### config.mk
export PLATFORM = sky130hd
export DESIGN_NAME = asram_ctrl
export DESIGN_NICKNAME = d
export VERILOG_FILES = /design/src/rtl/asram_pkg.sv /design/src/rtl/asram_fsm.sv /design/src/rtl/asram_dp.sv /design/src/rtl/asram_ctrl.sv
export SDC_FILE = /design/constraint.sdc
export NUM_CORES = 1
export LEC_CHECK = 0
export ABC_AREA = 1
export BUFFER_PORTS_ARGS = -buffer_cell sky130_fd_sc_hd__buf_2
export CAP_MARGIN = 0
export CORE_UTILIZATION = 40
export CTS_BUF_LIST = sky130_fd_sc_hd__clkbuf_8
export DETAILED_ROUTE_END_ITERATION = 10
export GPL_TIMING_DRIVEN = 0
export PLACE_DENSITY = 0.73
export SYNTH_ARGS = -nofsm -noshare
export SYNTH_HDL_FRONTEND = slang
export SYNTH_SLANG_ARGS = --single-unit
### constraint.sdc
create_clock -name clk -period 3.2 [get_ports clk]
set_input_delay 0.32 -clock clk [delete_from_list [all_inputs] [get_ports clk]]
set_output_delay 0.32 -clock clk [all_outputs]
set_load 0.1 [all_outputs]
### src/rtl/asram_pkg.sv
package asram_pkg;

  typedef enum logic [2:0] {
    ST_IDLE,
    ST_READ_WAIT,
    ST_READ_CAPTURE,
    ST_WRITE_SETUP,
    ST_WRITE_PULSE,
    ST_TURNAROUND
  } state_e;

  // Intents passed from the sequencer to the datapath.
  // load and capture act on the current edge; the pin intents describe
  // the state being entered so the datapath can register the pins.
  typedef struct packed {
    logic load;
    logic capture;
    logic selChip;
    logic readEn;
    logic writeEn;
    logic driveBus;
  } strobe_t;

  function automatic int maxOf(input int a, input int b);
    return (a > b) ? a : b;
  endfunction

endpackage

### src/rtl/asram_fsm.sv
module asram_fsm
  import asram_pkg::*;
#(
  parameter int ADDR_ACC_CYC   = 14,
  parameter int OE_ACC_CYC     = 7,
  parameter int WE_PULSE_CYC   = 10,
  parameter int DATA_SETUP_CYC = 7,
  parameter int SETUP_CYC      = 1,
  parameter int TURN_CYC       = 5
) (
  input  logic    clk,
  input  logic    rstN,
  input  logic    hostReq,
  input  logic    hostWrite,
  output logic    hostReady,
  output strobe_t strobes
);

  localparam int READ_CYC  = maxOf(ADDR_ACC_CYC, OE_ACC_CYC);
  localparam int PULSE_CYC = maxOf(WE_PULSE_CYC, DATA_SETUP_CYC);
  localparam int CNT_MAX   = maxOf(maxOf(READ_CYC, PULSE_CYC), maxOf(SETUP_CYC, TURN_CYC));
  localparam int CNT_W     = $clog2(CNT_MAX + 1);
  localparam int READ_WAIT_LOAD = (READ_CYC >= 2) ? READ_CYC - 2 : 0;

  state_e state, stateNext;
  logic [CNT_W-1:0] cnt, cntNext;

  always_ff @(posedge clk or negedge rstN) begin
    if (!rstN) begin
      state <= ST_IDLE;
      cnt   <= '0;
    end else begin
      state <= stateNext;
      cnt   <= cntNext;
    end
  end

  always_comb begin
    stateNext = state;
    cntNext   = cnt;
    unique case (state)
      ST_IDLE: begin
        if (hostReq) begin
          if (hostWrite) begin
            stateNext = ST_WRITE_SETUP;
            cntNext   = CNT_W'(SETUP_CYC - 1);
          end else if (READ_CYC >= 2) begin
            stateNext = ST_READ_WAIT;
            cntNext   = CNT_W'(READ_WAIT_LOAD);
          end else begin
            stateNext = ST_READ_CAPTURE;
          end
        end
      end
      ST_READ_WAIT: begin
        if (cnt == '0) stateNext = ST_READ_CAPTURE;
        else           cntNext   = cnt - 1'b1;
      end
      ST_READ_CAPTURE: begin
        stateNext = ST_TURNAROUND;
        cntNext   = CNT_W'(TURN_CYC - 1);
      end
      ST_WRITE_SETUP: begin
        if (cnt == '0) begin
          stateNext = ST_WRITE_PULSE;
          cntNext   = CNT_W'(PULSE_CYC - 1);
        end else begin
          cntNext = cnt - 1'b1;
        end
      end
      ST_WRITE_PULSE: begin
        if (cnt == '0) begin
          stateNext = ST_TURNAROUND;
          cntNext   = CNT_W'(TURN_CYC - 1);
        end else begin
          cntNext = cnt - 1'b1;
        end
      end
      ST_TURNAROUND: begin
        if (cnt == '0) stateNext = ST_IDLE;
        else           cntNext   = cnt - 1'b1;
      end
      default: stateNext = ST_IDLE;
    endcase
  end

  assign hostReady = (state == ST_IDLE);

  always_comb begin
    strobes.load     = hostReq && (state == ST_IDLE);
    strobes.capture  = (state == ST_READ_CAPTURE);
    strobes.selChip  = stateNext inside {ST_READ_WAIT, ST_READ_CAPTURE,
                                         ST_WRITE_SETUP, ST_WRITE_PULSE};
    strobes.readEn   = stateNext inside {ST_READ_WAIT, ST_READ_CAPTURE};
    strobes.writeEn  = (stateNext == ST_WRITE_PULSE);
    strobes.driveBus = stateNext inside {ST_WRITE_SETUP, ST_WRITE_PULSE};
  end

  // accepting a request takes the controller out of idle
  assert_ready_drop_R2: assert property (@(posedge clk) disable iff (!rstN)
    (hostReq && hostReady) |=> !hostReady);

  // the sample edge occurs once per read
  assert_capture_once_R3: assert property (@(posedge clk) disable iff (!rstN)
    strobes.capture |=> !strobes.capture);

  // no access is accepted straight out of a strobe phase
  assert_turn_before_idle_R7: assert property (@(posedge clk) disable iff (!rstN)
    (state inside {ST_READ_CAPTURE, ST_WRITE_PULSE}) |=> !hostReady);

endmodule

### src/rtl/asram_dp.sv
module asram_dp
  import asram_pkg::*;
#(
  parameter int ADDR_W = 17,
  parameter int DATA_W = 16
) (
  input  logic              clk,
  input  logic              rstN,
  input  strobe_t           strobes,
  input  logic [ADDR_W-1:0] hostAddr,
  input  logic [DATA_W-1:0] hostWdata,
  input  logic [DATA_W/8-1:0] hostBe,
  output logic [DATA_W-1:0] hostRdata,
  output logic              hostRvalid,
  output logic [ADDR_W-1:0] memAddr,
  output logic              memCeN,
  output logic              memOeN,
  output logic              memWeN,
  output logic [DATA_W/8-1:0] memLaneN,
  output logic [DATA_W-1:0] memDqOut,
  input  logic [DATA_W-1:0] memDqIn,
  output logic              memDqOe
);

  localparam int LANES = DATA_W / 8;

  logic [ADDR_W-1:0] addrReg;
  logic [DATA_W-1:0] wdataReg;
  logic [LANES-1:0]  beReg, beNext, laneNext;
  logic [DATA_W-1:0] laneData;

  assign beNext = strobes.load ? hostBe : beReg;

  for (genvar g = 0; g < LANES; g++) begin : gLane
    assign laneNext[g]         = !(strobes.selChip && beNext[g]);
    assign laneData[g*8 +: 8]  = beReg[g] ? memDqIn[g*8 +: 8] : 8'h00;
  end

  always_ff @(posedge clk or negedge rstN) begin
    if (!rstN) begin
      addrReg    <= '0;
      wdataReg   <= '0;
      beReg      <= '0;
      memCeN     <= 1'b1;
      memOeN     <= 1'b1;
      memWeN     <= 1'b1;
      memLaneN   <= '1;
      memDqOe    <= 1'b0;
      hostRdata  <= '0;
      hostRvalid <= 1'b0;
    end else begin
      if (strobes.load) begin
        addrReg  <= hostAddr;
        wdataReg <= hostWdata;
      end
      beReg      <= beNext;
      memCeN     <= !strobes.selChip;
      memOeN     <= !strobes.readEn;
      memWeN     <= !strobes.writeEn;
      memLaneN   <= laneNext;
      memDqOe    <= strobes.driveBus;
      hostRvalid <= strobes.capture;
      if (strobes.capture) hostRdata <= laneData;
    end
  end

  assign memAddr  = addrReg;
  assign memDqOut = wdataReg;

  // never drive while the device may drive
  assert_no_contention_R6: assert property (@(posedge clk) disable iff (!rstN)
    memDqOe |-> memOeN);

  // output enable stays off while write enable is low
  assert_oe_off_in_write_R5: assert property (@(posedge clk) disable iff (!rstN)
    !memWeN |-> memOeN);

  // a byte strobe is only low inside a chip-selected cycle
  assert_lane_needs_chip_R4: assert property (@(posedge clk) disable iff (!rstN)
    (memLaneN != '1) |-> !memCeN);

  // address is held for the whole selected window
  assert_addr_hold_R2: assert property (@(posedge clk) disable iff (!rstN)
    (!memCeN && $past(!memCeN)) |-> $stable(memAddr));

  // read data is handed over once the chip is already deselected
  assert_valid_deselected_R3: assert property (@(posedge clk) disable iff (!rstN)
    hostRvalid |-> (memCeN && memOeN));

  // bus stays released in the cycle after output enable was low
  assert_turn_no_drive_R7: assert property (@(posedge clk) disable iff (!rstN)
    $past(!memOeN) |-> !memDqOe);

endmodule

### src/rtl/asram_ctrl.sv
module asram_ctrl
  import asram_pkg::*;
#(
  parameter int ADDR_W         = 17,
  parameter int DATA_W         = 16,
  parameter int ADDR_ACC_CYC   = 14,
  parameter int OE_ACC_CYC     = 7,
  parameter int WE_PULSE_CYC   = 10,
  parameter int DATA_SETUP_CYC = 7,
  parameter int SETUP_CYC      = 1,
  parameter int TURN_CYC       = 5
) (
  input  logic                clk,
  input  logic                rstN,
  input  logic                hostReq,
  output logic                hostReady,
  input  logic                hostWrite,
  input  logic [ADDR_W-1:0]   hostAddr,
  input  logic [DATA_W-1:0]   hostWdata,
  input  logic [DATA_W/8-1:0] hostBe,
  output logic [DATA_W-1:0]   hostRdata,
  output logic                hostRvalid,
  output logic [ADDR_W-1:0]   memAddr,
  output logic                memCeN,
  output logic                memOeN,
  output logic                memWeN,
  output logic                memLbN,
  output logic                memUbN,
  output logic [DATA_W-1:0]   memDqOut,
  input  logic [DATA_W-1:0]   memDqIn,
  output logic                memDqOe
);

  localparam int LANES = DATA_W / 8;

  strobe_t          strobes;
  logic [LANES-1:0] laneN;

  asram_fsm #(
    .ADDR_ACC_CYC  (ADDR_ACC_CYC),
    .OE_ACC_CYC    (OE_ACC_CYC),
    .WE_PULSE_CYC  (WE_PULSE_CYC),
    .DATA_SETUP_CYC(DATA_SETUP_CYC),
    .SETUP_CYC     (SETUP_CYC),
    .TURN_CYC      (TURN_CYC)
  ) uFsm (
    .clk      (clk),
    .rstN     (rstN),
    .hostReq  (hostReq),
    .hostWrite(hostWrite),
    .hostReady(hostReady),
    .strobes  (strobes)
  );

  asram_dp #(
    .ADDR_W(ADDR_W),
    .DATA_W(DATA_W)
  ) uDp (
    .clk       (clk),
    .rstN      (rstN),
    .strobes   (strobes),
    .hostAddr  (hostAddr),
    .hostWdata (hostWdata),
    .hostBe    (hostBe),
    .hostRdata (hostRdata),
    .hostRvalid(hostRvalid),
    .memAddr   (memAddr),
    .memCeN    (memCeN),
    .memOeN    (memOeN),
    .memWeN    (memWeN),
    .memLaneN  (laneN),
    .memDqOut  (memDqOut),
    .memDqIn   (memDqIn),
    .memDqOe   (memDqOe)
  );

  assign memLbN = laneN[0];
  assign memUbN = laneN[LANES-1];

  // idle means standby on the memory pins
  assert_standby_idle_R8: assert property (@(posedge clk) disable iff (!rstN)
    hostReady |-> (memCeN && memLbN && memUbN));

endmodule

# Yosys cells after proc, flatten, opt, wreduce, memory -nomap -nowiden
# Cells that the tools add are included.
# Widths: inputs -> output; s select.
# word_totals
register_bits	65
input_bits	55
output_inout_bits	57
wordCells	56
# op_classes
addsub	1
eq_ne	11
n_mux	16
n_reduce_logical	16
# op_table
operator	count
$mux 4	5
$pmux 4 s5	1
$pmux 3 s6	1
$mux 8	2
$mux 3	5
$eq 3x2->1 const B	4
$eq 3x3->1 const B	3
$eq 3x1->1 const B	2
$logic_not 1->1	5
$reduce_bool 5->1	1
$logic_not 4->1	1
$mux 2	2
$ne 2x2->1 const B	2
$reduce_bool 2->1	2
$reduce_bool 4->1	1
$sub 4x1->4 const B	1
$logic_and 1x1->1	3
$logic_not 3->1	1
$reduce_and 3->1	1
$reduce_or 2->1	1

# Longest topological paths before layout
# Gate-level depths: netlist of run 1.
# depth
word_depth	7
depth_mapped	11
ltp_nobuf	11

# Modules after synthesis
# Synthesis of run 1 repeated with hierarchy kept, for this count alone.
# unflattened
cells_unflattened	331
area_unflattened_um2	2775.2
# modules_own_cells
module	instances	cells_per_inst	area_each_um2	seq_area_each_um2
asram_dp	1	236	2183.3	1457.6
asram_fsm	1	95	591.8	175.2

# Least setup slack after synthesis of run 1
# OpenSTA, ideal clock, no wires.
# synth_timing
kind	flip-flop to flip-flop
from	reg uFsm.state[0]
to	reg uDp.addrReg[0] (netlist: uDp.memAddr[0])
setup_ns	0.125
t_arrival_ns	1.785
t_required_ns	3.075
path_slack_ns	1.289
stages_incl_launch_ff	7
path_buffers	1
period_less_slack_ns	1.911
path_cell_list	dfrtp_1 inv_2 nand2_2 nor2_4 nand2_8 buf_12 mux2_4
# synth_via
elab_chain_len	2
# synth_rtl
element	line	text
start, declared	asram_fsm.sv:25	state_e state, stateNext;
start signal, assigned	asram_fsm.sv:33	state <= stateNext;
$logic_not 3->1	n/a	
via hostReady	asram_ctrl.sv:16	output logic hostReady,
$logic_and 1x1->1	asram_fsm.sv:90	strobes.load = hostReq && (state == ST_IDLE);
end signal, assigned	asram_dp.sv:53	addrReg <= hostAddr;
end, declared	asram_dp.sv:27	logic [ADDR_W-1:0] addrReg;
# The timed path passes the listed nets, and every way through them passes these cells.
# A chain may end at the register's enable or synchronous reset.

# Worst setup path after layout of run 1
# layout_timing
from	reg uFsm.state[0]
to	out hostReady
# layout_via
elab_chain_len	1
# layout_rtl
element	line	text
$logic_not 3->1	asram_fsm.sv:87	assign hostReady = (state == ST_IDLE);
end, declared	asram_ctrl.sv:16	
# No other way between the ends.

==> results of run 1 <==
metrics by stage:
stage / utilization (%) / cells / hold slack [ns]
2_1_floorplan: - / 241 / 0.0244
3_3_place_gp: 51.7 / 448 / 0.459
3_5_place_dp: 51.7 / 448 / 0.460
4_1_cts: 54.6 / 464 / 0.101
5_1_grt: 54.6 / 464 / 0.145
6_report: 54.6 / 464 / 0.0777
synthesized netlist by cell type:
cell                       count
sky130_fd_sc_hd__a21oi_1       3
sky130_fd_sc_hd__buf_12        3
sky130_fd_sc_hd__buf_2         2
sky130_fd_sc_hd__clkbuf_1      2
sky130_fd_sc_hd__dfrtp_1      60
sky130_fd_sc_hd__dfstp_2       5
sky130_fd_sc_hd__ha_1          2
sky130_fd_sc_hd__inv_1        11
sky130_fd_sc_hd__inv_2         4
sky130_fd_sc_hd__mux2_2        5
sky130_fd_sc_hd__mux2_4       30
sky130_fd_sc_hd__nand2_1      59
sky130_fd_sc_hd__nand2_2       2
sky130_fd_sc_hd__nand2_4       2
sky130_fd_sc_hd__nand2_8       1
sky130_fd_sc_hd__nand3_1      22
sky130_fd_sc_hd__nand3_2       2
sky130_fd_sc_hd__nand4_1       2
sky130_fd_sc_hd__nor2_1        9
sky130_fd_sc_hd__nor2_2        3
sky130_fd_sc_hd__nor2_4        3
sky130_fd_sc_hd__o211ai_1      1
sky130_fd_sc_hd__o21ai_0       4
sky130_fd_sc_hd__o21ai_1       1
sky130_fd_sc_hd__o21bai_1      1
sky130_fd_sc_hd__xnor2_1       1
sky130_fd_sc_hd__xor2_1        1
critical path, delay by kind of cell, from the launching register on:
family | cells | cell delay [ns]
DFF | 1 | 0.45
and+or+nand+nor | 2 | 0.25
buffers and inverters | 2 | 0.60
registers in the layout, summed over array words and instances (netlist names):
name / count
uDp.memCeN: 1
uDp.memAddr: 17
uFsm.cnt: 4
uDp.memLaneN: 2
uDp.beReg: 2
uDp.memDqOe: 1
uDp.memWeN: 1
uDp.hostRdata: 16
uDp.hostRvalid: 1
uDp.memOeN: 1
uFsm.state: 3
uDp.memDqOut: 16
cell type report:
cell class | instances | area share, %
plain buffers | 7 | 2.07
clock buffers | 10 | 3.67
clock inverters | 6 | 1.57
inverters | 15 | 1.50
multi-input cells | 154 | 29.6
flip-flops and latches | 65 | 43.5
well taps | 96 | 3.20
repair buffers | 111 | 14.9
worst max-delay path by stage:
stage / startpoint / end
6_report: uFsm.state[0] / hostReady
4_1_cts: uFsm.state[0] / hostReady
3_5_place_dp: uFsm.state[2] / uDp.hostRdata[10]
5_1_grt: uFsm.state[0] / hostReady
2_1_floorplan: uFsm.state[0] / uDp.memAddr[0]
3_3_place_gp: rstN / uDp.memAddr[11]
per-layer routing:
layer	track usage, %	vias up	wire (µm)
met2	27.9	73	2880
met1	20.4	1037	2670
met4	5.76	0	63
li1	-	1037	-
met3	4.38	7	310
met5	0	-	0
layout by cell type, fill, tap and decap left out, types with 3 or more instances in the layout:
master and count:
sky130_fd_sc_hd__nor2_1 9, sky130_fd_sc_hd__nand3_1 22, sky130_fd_sc_hd__nand2_1 59, sky130_fd_sc_hd__o21ai_0 4, sky130_fd_sc_hd__mux2_2 5, sky130_fd_sc_hd__inv_2 4, sky130_fd_sc_hd__clkbuf_8 10, sky130_fd_sc_hd__mux2_4 30
sky130_fd_sc_hd__a21oi_1 3, sky130_fd_sc_hd__nor2_4 3, sky130_fd_sc_hd__inv_1 12, sky130_fd_sc_hd__buf_12 3, sky130_fd_sc_hd__nor2_2 3, sky130_fd_sc_hd__dfstp_2 5, sky130_fd_sc_hd__dfrtp_1 60, sky130_fd_sc_hd__buf_2 112
logic make-up (layout without fill, tap and decap cells):
logic type               after synthesis  in the layout  synth area share (%)
adder cells (fa/ha/maj)                2              2                 0.870
buffers and inverters                 22            149                  4.65
AO/OA/AOI/OAI                         10             10                  1.91
XOR/XNOR                               2              2                 0.609
AND/OR/NAND/NOR                      105            105                  17.6
flip-flops                            65             65                  56.8
multiplexers                          35             35                  17.6
==> metrics.cfg, run 1 <==
[setup_path]
path_cells=inv_2 > nand2_2 > nor2_4 > buf_2
worstReg2RegStart=uFsm.state[2]
reg2reg_slack_ns=1.59
setup.worst_path.start_class=register
path_max_fanout=4
reg2regPathDepth=7
max_stage_delay_ns=0.46
r2r-end=uDp.hostRdata[13]
cp-end-kind=output pin
critical_path_class=reg2out
crit_path_top_delay_cell=sky130_fd_sc_hd__buf_2
worst_ep_arrival_time_ns=1.62
required_ns=2.88

[cells_and_area]
drive_above_1_share_pct=51.1
postLayoutCellArea_um2=3750
layout.area.seq_um2=1630
fillerInstances=614
nets=420
area_growth_syn_to_layout_pct=30.4
footprint_of_the_multi_input_gates_um2=1110
n_antenna_cell=0

[clocking]
root_buffer=sky130_fd_sc_hd__clkbuf_8
clock_insertion_delay_worst_skew_ns=0.33
clock_sinks=65
worst_setup_hold_path_clk_slew_ns=0.07
cts_tree=yes
ctsLongestPathBuffers=2
cts_resized=0
hold_buffers=0
cts_buffers=9
postCtsSetupRepairBufs=0
cts-htree-levels=3

[timing]
timing_max_transition_violations_final=0
achievable_freq_mhz=516
timing.max_slew.rel_slack_pct=46.6
finalCriticalPeriod_ns=1.94
grt_setup_unrepaired=no
setup_slack_ns=1.26
setup_viol=0
fin_tns_setup_ns=0
period_share_pct=60.6
tightest_slew_ns=0.801
finClkSkew_ns=0.00841
timing_hold_violations_final=0

[floorplanning]
die_w_um=86.8
dieHeight_um=86.8
dieArea_um2=7530
placeableCoreArea_um2=6870
placement_rows=30
floorplan.io_pins=112
floorplan.initialDensity_pct=41.9

[place]
portBuffers=111
cell_area_placed_um2=3550
place.gp.congestion=0.872
place_worst_setup_slack_ns=1.61
dp_hpwl_um=4230

[synth]
synth_largest_type_area_fraction_pct=52.2
syn-num-nets=298
netlist.top_cell.by_area=sky130_fd_sc_hd__dfrtp_1
syn_area_um2=2880
synth_cell_types=27
synth_area_per_cell_um2=11.9
yosys_warnings=0
ys_seq_area_share_pct=56.8
synth_top_cells_by_area=sky130_fd_sc_hd__dfrtp_1 (52%), sky130_fd_sc_hd__mux2_4 (16%), sky130_fd_sc_hd__nand2_1 (7.7%)
synth_cells=241
synth-seq-cells=65

[detailed_routing]
avgViaCountPerCell=4.64
ant_nets=0
drt_iter0_drc=92
drc=0
drtPass1Iterations=4
detail_route.wl_per_cell_um=12.8
finalWirelength_um=5920
via_count=2154

[global_routing]
antenna_violations_before_repair=0
largest_net_degree_at_the_start_of_global_routing=66
grt_first_pass_wirelength_um=9650
grt_overflow_total=0
track_usage_pct=16.5
first_global_vias=2143

[status]
status=completed

[run]
drv.max_cap_violation_count=0

[hold_path]
hp-class=in2async

Power of run 1 is left out: the tool's default activity adds up to more than one toggle a clock period on the data nets, which glitch-free logic cannot reach.
==> run 2: changes to the inputs <==
clock period = 1.8 ns   (was 3.2 ns; I/O delays follow)
==> run 2 against run 1 <==
Sequential share of layout area is 0.42 points lower; cell count is 0.22% higher; via count stayed put; sequential cell count stayed put; design area is 0.97% higher; clock-buffer cell count is 1 lower; register-to-register slack worse by 1.4 ns; critical endpoint unchanged.
==> metrics.cfg, run 2 (synthesis results as in run 1) <==
[status]
status=completed

[floorplanning]
placeableCoreArea_um2=6870
placement_rows=30
dieHeight_um=86.8
floorplan.io_pins=112
die_w_um=86.8
dieArea_um2=7530
floorplan.initialDensity_pct=41.9

[global_routing]
largest_net_degree_at_the_start_of_global_routing=66
grt_overflow_total=0
grt_first_pass_wirelength_um=9520
first_global_vias=2008
antenna_violations_before_repair=0
track_usage_pct=16.5

[cells_and_area]
utilization_pct=55.1
footprint_of_the_multi_input_gates_um2=1110
postLayoutCellArea_um2=3790
area_growth_syn_to_layout_pct=31.7
layout_common_cells=sky130_fd_sc_hd__buf_2 (111), sky130_fd_sc_hd__dfrtp_1 (60), sky130_fd_sc_hd__nand2_1 (59), sky130_fd_sc_hd__mux2_4 (30), sky130_fd_sc_hd__nand3_1 (22)
layout_commonest_cell=sky130_fd_sc_hd__buf_2
drive_above_1_share_pct=51.5
nets=421
n_antenna_cell=0
largest_register_ffs=17
fillerInstances=623
layout.area.seq_um2=1630

[setup_path]
crit_cells=4
max_stage_delay_ns=0.44
reg2regPathDepth=9
worst_ep_arrival_time_ns=1.51
crit_path_top_delay_cell=sky130_fd_sc_hd__dfrtp_1
path_max_fanout=4
cp-end-kind=output pin
setup.worst_path.start_class=register
path_cells=inv_2 > nand2_2 > nor2_4 > buf_4
required_ns=1.62
critical_path_class=reg2out
cell_family_contributing_the_most_delay_on_the_critical_path=buffers and inverters
worst-path-buf-inv=2

[hold_path]
min_path_cells=2
hp-class=in2reg

[detailed_routing]
drtPass1Iterations=4
finalWirelength_um=6010
drc=0
via_count=2154
avgViaCountPerCell=4.63
ant_nets=0
detail_route.wl_per_cell_um=12.9
drt_iter0_drc=72

[clocking]
clock_insertion_delay_worst_skew_ns=0.33
cts_tree=yes
ctsLongestPathBuffers=2
worst_setup_hold_path_clk_slew_ns=0.08
clock_sinks=65
cts_buffers=9
cts-htree-levels=3
root_buffer=sky130_fd_sc_hd__clkbuf_8
postCtsSetupRepairBufs=0

[place]
place.gp.congestion=0.885
portBuffers=111
cell_area_placed_um2=3550
dp_hpwl_um=4300

[timing]
timing_max_transition_violations_final=0
timing.max_slew.rel_slack_pct=45.4
finalCriticalPeriod_ns=1.69
timing_hold_violations_final=0
grt_setup_unrepaired=no
tightest_slew_ns=0.819
finClkSkew_ns=0.00627
period_share_pct=93.7
setup_viol=0
achievable_freq_mhz=593

[run]
drv.max_cap_violation_count=0

## run 2: final cells by class
type,count,share of cell area (%)
flip-flops and latches,65,43.1
repair buffers,112,15.1
inverters,15,1.49
clock inverters,7,2.48
clock buffers,9,3.27
well taps,96,3.17
plain buffers,7,2.05
multi-input cells,154,29.4
## run 2: final timing paths
check	start	to	slack, ns
setup / recovery	uFsm.state[0]	hostReady	0.11
max in group asynchronous	rstN	uFsm.state[0]	0.77
hold / removal	hostWdata[7]	uDp.memDqOut[7]	0.08
hold reg to reg	uDp.hostRdata[6]	uDp.hostRdata[6]	0.48
min in group asynchronous	rstN	uDp.hostRvalid	0.49
setup reg to reg	uFsm.cnt[0]	uDp.memLaneN[0]	0.21
## run 2: per-stage QoR
step | TNS, ns | setup slack (ns) | instances | hold slack (ns)
after floorplan | -3.31 | -0.110 | 241 | -0.116
after global placement | 0 | 0.234 | 448 | 0.406
after detailed placement | 0 | 0.163 | 448 | 0.414
after CTS | 0 | 0.0828 | 464 | 0.0535
after global routing | 0 | 0.0397 | 465 | 0.0508
final | 0 | 0.114 | 465 | 0.0771
## run 2: timing repair
action / 4_1_cts / 5_1_grt
hold endpoints to repair: 0 / 13
hold buffers: 0 / 1
endpoints found under the setup margin: 1 / 2
pin swaps: 0 / 0
cloned: 0 / 0
resized for setup: 1 / 1
## run 2: layer usage
metal,routed length [µm],track usage [%],up-vias,share of wire [%]
met5,0,0,-,0
met4,30,5.45,0,0.50
met3,351,5.14,3,5.8
met2,3020,27.3,72,50
met1,2600,20.6,1039,43
li1,-,-,1040,-
Power of run 2 is left out for the same reason.
